--- src/rtl/gwr_pkg.sv ---
package gwr_pkg;

   // bit positions of the serial pins inside the packed pin vector
   localparam int PIN_CLK = 0;
   localparam int PIN_EN  = 1;
   localparam int PIN_DAT = 2;
   localparam int NPINS   = 3;

   // decoded transmitter state
   typedef enum logic [1:0] {
      ST_TX_OFF = 2'b01,
      ST_TX_LN  = 2'b10,
      ST_TX_HP  = 2'b11
   } gwr_state_e;

endpackage

--- src/rtl/gwr_sync.sv ---
module gwr_sync #(
   parameter int   STAGES  = 2,
   parameter logic RST_VAL = 1'b0
) (
   input  logic clk,
   input  logic rst_n,
   input  logic d,
   output logic q
);

   logic [STAGES-1:0] chain;

   initial begin
      if (STAGES < 2) $fatal(1, "gwr_sync: STAGES must be at least 2");
   end

   always_ff @(posedge clk or negedge rst_n) begin
      if (!rst_n) chain <= {STAGES{RST_VAL}};
      else        chain <= {chain[STAGES-2:0], d};
   end

   assign q = chain[STAGES-1];

endmodule

--- src/rtl/gwr_deglitch.sv ---
module gwr_deglitch #(
   parameter int   FILT_LEN = 2,
   parameter logic RST_VAL  = 1'b0
) (
   input  logic clk,
   input  logic rst_n,
   input  logic d,
   output logic q
);

   initial begin
      if (FILT_LEN < 0) $fatal(1, "gwr_deglitch: FILT_LEN must not be negative");
   end

   generate
      if (FILT_LEN == 0) begin : g_bypass
         logic unused_bypass;
         assign unused_bypass = ^{clk, rst_n};
         assign q = d;
      end else begin : g_filter
         localparam int CW = (FILT_LEN < 2) ? 1 : $clog2(FILT_LEN);
         localparam logic [CW-1:0] LAST = CW'(FILT_LEN - 1);
         logic [CW-1:0] run;
         logic          level;

         // the output follows the input once it has differed for FILT_LEN samples
         always_ff @(posedge clk or negedge rst_n) begin
            if (!rst_n) begin
               level <= RST_VAL;
               run   <= '0;
            end else if (d == level) begin
               run <= '0;
            end else if (run == LAST) begin
               level <= d;
               run   <= '0;
            end else begin
               run <= run + 1'b1;
            end
         end

         assign q = level;
      end
   endgenerate

endmodule

--- src/rtl/gwr_frame.sv ---
module gwr_frame #(
   parameter int WORD_W = 8
) (
   input  logic              clk,
   input  logic              rst_n,
   input  logic              sclk,
   input  logic              sen_n,
   input  logic              sdat,
   output logic              commit,
   output logic              reject,
   output logic [WORD_W-1:0] shreg
);

   localparam int CNT_MAX = WORD_W + 1;
   localparam int CNT_W   = $clog2(CNT_MAX + 1);
   localparam logic [CNT_W-1:0] CNT_SAT  = CNT_W'(CNT_MAX);
   localparam logic [CNT_W-1:0] CNT_GOOD = CNT_W'(WORD_W);

   logic             sclk_d;
   logic             sen_d;
   logic [CNT_W-1:0] nbits;
   logic             clk_rise;
   logic             en_rise;
   logic             en_fall;

   initial begin
      if (WORD_W < 2) $fatal(1, "gwr_frame: WORD_W must be at least 2");
   end

   assign clk_rise = sclk & ~sclk_d;
   assign en_rise  = sen_n & ~sen_d;
   assign en_fall  = ~sen_n & sen_d;

   always_ff @(posedge clk or negedge rst_n) begin
      if (!rst_n) begin
         sclk_d <= 1'b0;
         sen_d  <= 1'b1;
         nbits  <= '0;
         shreg  <= '0;
      end else begin
         sclk_d <= sclk;
         sen_d  <= sen_n;
         if (en_fall) begin
            nbits <= '0;
         end else if (clk_rise && !sen_n) begin
            shreg <= {shreg[WORD_W-2:0], sdat};
            if (nbits != CNT_SAT) nbits <= nbits + 1'b1;
         end
      end
   end

   assign commit = en_rise && (nbits == CNT_GOOD);
   assign reject = en_rise && (nbits != CNT_GOOD);

endmodule

--- src/rtl/gwr_decode.sv ---
module gwr_decode
   import gwr_pkg::*;
(
   input  logic       tx_en,
   input  logic       mode_hp,
   output gwr_state_e state
);

   always_comb begin
      if (!tx_en)      state = ST_TX_OFF;
      else if (mode_hp) state = ST_TX_HP;
      else             state = ST_TX_LN;
   end

endmodule

--- src/rtl/gainword_rx.sv ---
module gainword_rx
   import gwr_pkg::*;
#(
   parameter int GAIN_W      = 7,
   parameter int SYNC_STAGES = 2,
   parameter int FILT_LEN    = 2
) (
   input  logic              clk,
   input  logic              rst_n,
   input  logic              ser_en_n,
   input  logic              ser_clk,
   input  logic              ser_dat,
   input  logic              tx_en,
   output logic              hp_mode,
   output logic [GAIN_W-1:0] gain_code,
   output logic [1:0]        op_state,
   output logic              word_valid,
   output logic              frame_err
);

   localparam int WORD_W = GAIN_W + 1;
   localparam logic [NPINS-1:0] PIN_IDLE = NPINS'(1) << PIN_EN;

   logic [NPINS-1:0]  raw_pins;
   logic [NPINS-1:0]  sync_pins;
   logic [NPINS-1:0]  clean_pins;
   logic              commit;
   logic              reject;
   logic [WORD_W-1:0] shreg;
   logic [WORD_W-1:0] word_q;
   gwr_state_e        state;

   initial begin
      if (GAIN_W < 1)      $fatal(1, "gainword_rx: GAIN_W must be at least 1");
      if (SYNC_STAGES < 2) $fatal(1, "gainword_rx: SYNC_STAGES must be at least 2");
      if (FILT_LEN < 0)    $fatal(1, "gainword_rx: FILT_LEN must not be negative");
   end

   always_comb begin
      raw_pins          = '0;
      raw_pins[PIN_CLK] = ser_clk;
      raw_pins[PIN_EN]  = ser_en_n;
      raw_pins[PIN_DAT] = ser_dat;
   end

   generate
      for (genvar g = 0; g < NPINS; g++) begin : g_pin
         gwr_sync #(
            .STAGES  (SYNC_STAGES),
            .RST_VAL (PIN_IDLE[g])
         ) u_sync (
            .clk   (clk),
            .rst_n (rst_n),
            .d     (raw_pins[g]),
            .q     (sync_pins[g])
         );
         gwr_deglitch #(
            .FILT_LEN (FILT_LEN),
            .RST_VAL  (PIN_IDLE[g])
         ) u_filt (
            .clk   (clk),
            .rst_n (rst_n),
            .d     (sync_pins[g]),
            .q     (clean_pins[g])
         );
      end
   endgenerate

   gwr_frame #(
      .WORD_W (WORD_W)
   ) u_frame (
      .clk    (clk),
      .rst_n  (rst_n),
      .sclk   (clean_pins[PIN_CLK]),
      .sen_n  (clean_pins[PIN_EN]),
      .sdat   (clean_pins[PIN_DAT]),
      .commit (commit),
      .reject (reject),
      .shreg  (shreg)
   );

   always_ff @(posedge clk or negedge rst_n) begin
      if (!rst_n) begin
         word_q     <= '0;
         word_valid <= 1'b0;
         frame_err  <= 1'b0;
      end else begin
         word_valid <= commit;
         if (commit) begin
            word_q    <= shreg;
            frame_err <= 1'b0;
         end else if (reject) begin
            frame_err <= 1'b1;
         end
      end
   end

   assign hp_mode   = word_q[WORD_W-1];
   assign gain_code = word_q[GAIN_W-1:0];

   gwr_decode u_decode (
      .tx_en   (tx_en),
      .mode_hp (hp_mode),
      .state   (state)
   );

   assign op_state = state;

endmodule

--- config.mk ---
export PLATFORM = sky130hd
export DESIGN_NAME = gainword_rx
export DESIGN_NICKNAME = d
export VERILOG_FILES = /design/src/rtl/gwr_pkg.sv /design/src/rtl/gwr_sync.sv /design/src/rtl/gwr_deglitch.sv /design/src/rtl/gwr_frame.sv /design/src/rtl/gwr_decode.sv /design/src/rtl/gainword_rx.sv
export SDC_FILE = /design/constraint.sdc
export NUM_CORES = 1
export LEC_CHECK = 0
export BUFFER_PORTS_ARGS = -buffer_cell sky130_fd_sc_hd__buf_2
export CAP_MARGIN = 20
export CELL_PAD_IN_SITES_DETAIL_PLACEMENT = 0
export CELL_PAD_IN_SITES_GLOBAL_PLACEMENT = 1
export CORE_UTILIZATION = 49
export DETAILED_ROUTE_END_ITERATION = 12
export PLACE_DENSITY = 0.8
export SKIP_CTS_REPAIR_TIMING = 1
export SLEW_MARGIN = 20
export SYNTH_ARGS = -nofsm -noshare
export SYNTH_HDL_FRONTEND = slang
export SYNTH_SLANG_ARGS = --single-unit
--- constraint.sdc ---
create_clock -name clk -period 4.5 [get_ports clk]
set_input_delay 0.675 -clock clk [delete_from_list [all_inputs] [get_ports clk]]
set_output_delay 0.675 -clock clk [all_outputs]
set_load 0.03 [all_outputs]
==> summary.txt <==
Crit start category - register
Synth top area cells - dfrtp_1, mux2_2, dfstp_2
Finished Cell Area - 0.00159 mm²
Post-route ant nets - 0
Mapped Area - 0.00140 mm²
Area share of the leading cell type in the synthesized netlist - 57.1%
Clk buf depth - 2
Arrival time of the worst setup path - 1.04 ns
Initial antenna violation count - 0
Number of port buffers - 17
Dpl cells - 139
Finish-stage setup viols - 0
Flops & latches, synth - 36
R2R setup slack - 2.86 ns
Synthesized instance count - 93
IR drop worst, VDD - 0.000361 V
Netlist cell types - 25
Vias in the first global route - 833
Die Width - 55.5 µm
N_diodes - 0
Largest net degree at the start of global routing - 37
Slew margin rel. - 50.6%
Final hold violation count - 0
Clk_lat worst skew - 0.33 ns
MaxCap Viol Count - 0
Area growth syn-to-layout - 13.7%
Post-DR vias/cell - 5.31
Cell taking the most area after synthesis - dfrtp_1
Max-slew violations - 0
Finished Core Util - 58.3%
Max H-tree Level - 2
Via count - 781
GR Overflow Total - 0
Reg clk slew, reported paths - 0.11 ns
Outcome - complete, no violations
Clock Tree Root - clkbuf_4
YS warnings - 0
CTS tree - done
Tmin final - 1.71 ns
WL/cell - 13.3 µm
Core outline area - 0.00273 mm²
Initial DRT Pass Iterations - 4
Final setup skew - 0.0120 ns
GR Util All Layers - 14.9%
LEAKAGE - 0.000789 µW
Final non-filler cell total - 147
First-pass GRT wire length - 3470 µm
Clk sinks - 36
Setup TNS - 0 ns
Starting Density - 51.3%
Crit path kind - reg -> out
Power, Total - 849 µW
Crit-path max FO - 3
Worst Hold Class - reg -> reg
Dpl hpwl - 1340 µm
Pwr per Cell Area - 533 mW/mm²
CTS Buf Count - 5
Post-synthesis sequential area ratio - 64.6%
Placed Area - 0.00151 mm²
Initial drt markers - 8
Share of layout cells above drive strength 1 - 44.0%
Endpoint type of the worst setup path - output port
Die Footprint - 0.00308 mm²
RSZ-0062 raised after global routing - false
Row Count - 19
Post-synthesis net count - 102
Ratio of final minimum period to clock period - 38.0%
Least-Margin Pin Slew - 0.741 ns
Final RePlAce weighted congestion - 0.808
Residual DRC - 0
Worst Path Required - 3.83 ns
Syn Area/Cell - 15.1 µm²
Total Wirelength - 1950 µm
Highest clock rate - 0.585 GHz
Die Ht - 55.5 µm
I/O Pins - 18
Fin nets - 124
power by group:
group / switching, µW / leakage (µW) / internal, µW
sequential: 72.2 / 0.000456 / 404
combinational: 63.1 / 0.000292 / 91.2
clock: 103 / 0.0000412 / 116
layout by cell type, fill, tap and decap left out, drive strengths merged, types with 2 or more instances in the layout:
master and instances:
clkbuf 5, xnor2 3, dfrtp 32, nand3 4, ha 3, buf 17, nor2 3, a21boi 2
o21ai 3, nand2b 3, inv 3, mux2 19, dfstp 4
per-layer routing:
layer	part of all wire [%]	up-vias	GRT usage [%]
met5	0	-	0
met4	1.9	0	7.50
met3	4.4	5	4.92
met2	50	16	25.1
met1	44	393	16.9
li1	-	367	-
sequential cells by signal (all words and copies together), names as in the netlist:
register	flops
u_frame.shreg	8
word_q	8
g_pin.u_sync.chain	6
u_frame.nbits	4
g_pin.u_filt.g_filter.run	3
g_pin.u_filt.q	3
frame_err	1
u_frame.sclk_d	1
u_frame.sen_d	1
word_valid	1
cell type report:
| cell class | instances | area (µm²) |
|---|---|---|
| fill | 236 | 1140 |
| clock inverter | 3 | 42.5 |
| multi-input combinational | 52 | 472 |
| tap | 31 | 38.8 |
| timing repair buffer | 17 | 85.1 |
| sequential | 36 | 906 |
| inverter | 3 | 11.3 |
| clock buffer | 5 | 37.5 |
critical path, cell delays in order (launching register included):
cell and delay, ns:
dfrtp_1 0.40, nand2b_1 0.13, buf_2 0.17
stage by stage:
step / setup slack, ns / hold slack (ns)
after detailed placement: 2.81 / 0.342
after floorplan: 2.92 / 0.331
final: 2.79 / 0.361
after global placement: 2.81 / 0.336
after CTS: 2.77 / 0.366
after global routing: 2.72 / 0.370
cell families after synthesis:
logic type,Yosys count,synth area share [%]
xor+xnor,3,1.88
compound gates,7,3.21
fa+ha+maj,3,2.68
simple gates,19,9.91
buf+inv,5,1.70
flops,36,64.6
mux,20,16.0
Yosys cell counts, drive strengths merged:
cell type / n
nand2: 1
nand3b: 1
nand4b: 1
o21a: 1
dfrtp: 32
or3b: 1
and3b: 1
nor4b: 1
mux2: 19
nor2: 3
mux2i: 1
nand4: 1
o21ai: 3
and2b: 1
o211ai: 1
nand2b: 3
buf: 1
nand3: 4
inv: 3
nor3b: 1
ha: 3
clkbuf: 1
xnor2: 3
dfstp: 4
a21boi: 2
worst paths after layout:
kind / start / to / cells past startpoint
setup / recovery: word_q[7] / op_state[0] / 2
hold / removal: g_pin[0].u_sync.chain[0] / g_pin[0].u_sync.chain[1] / 0
setup reg to reg: g_pin[1].u_filt.q / word_q[0] / 3
hold reg to reg: g_pin[0].u_sync.chain[0] / g_pin[0].u_sync.chain[1] / 0
max in group asynchronous: rst_n / u_frame.sclk_d / 1
min in group asynchronous: rst_n / g_pin[1].u_filt.g_filter.run / 1
Power figures use the tool's default switching activity.
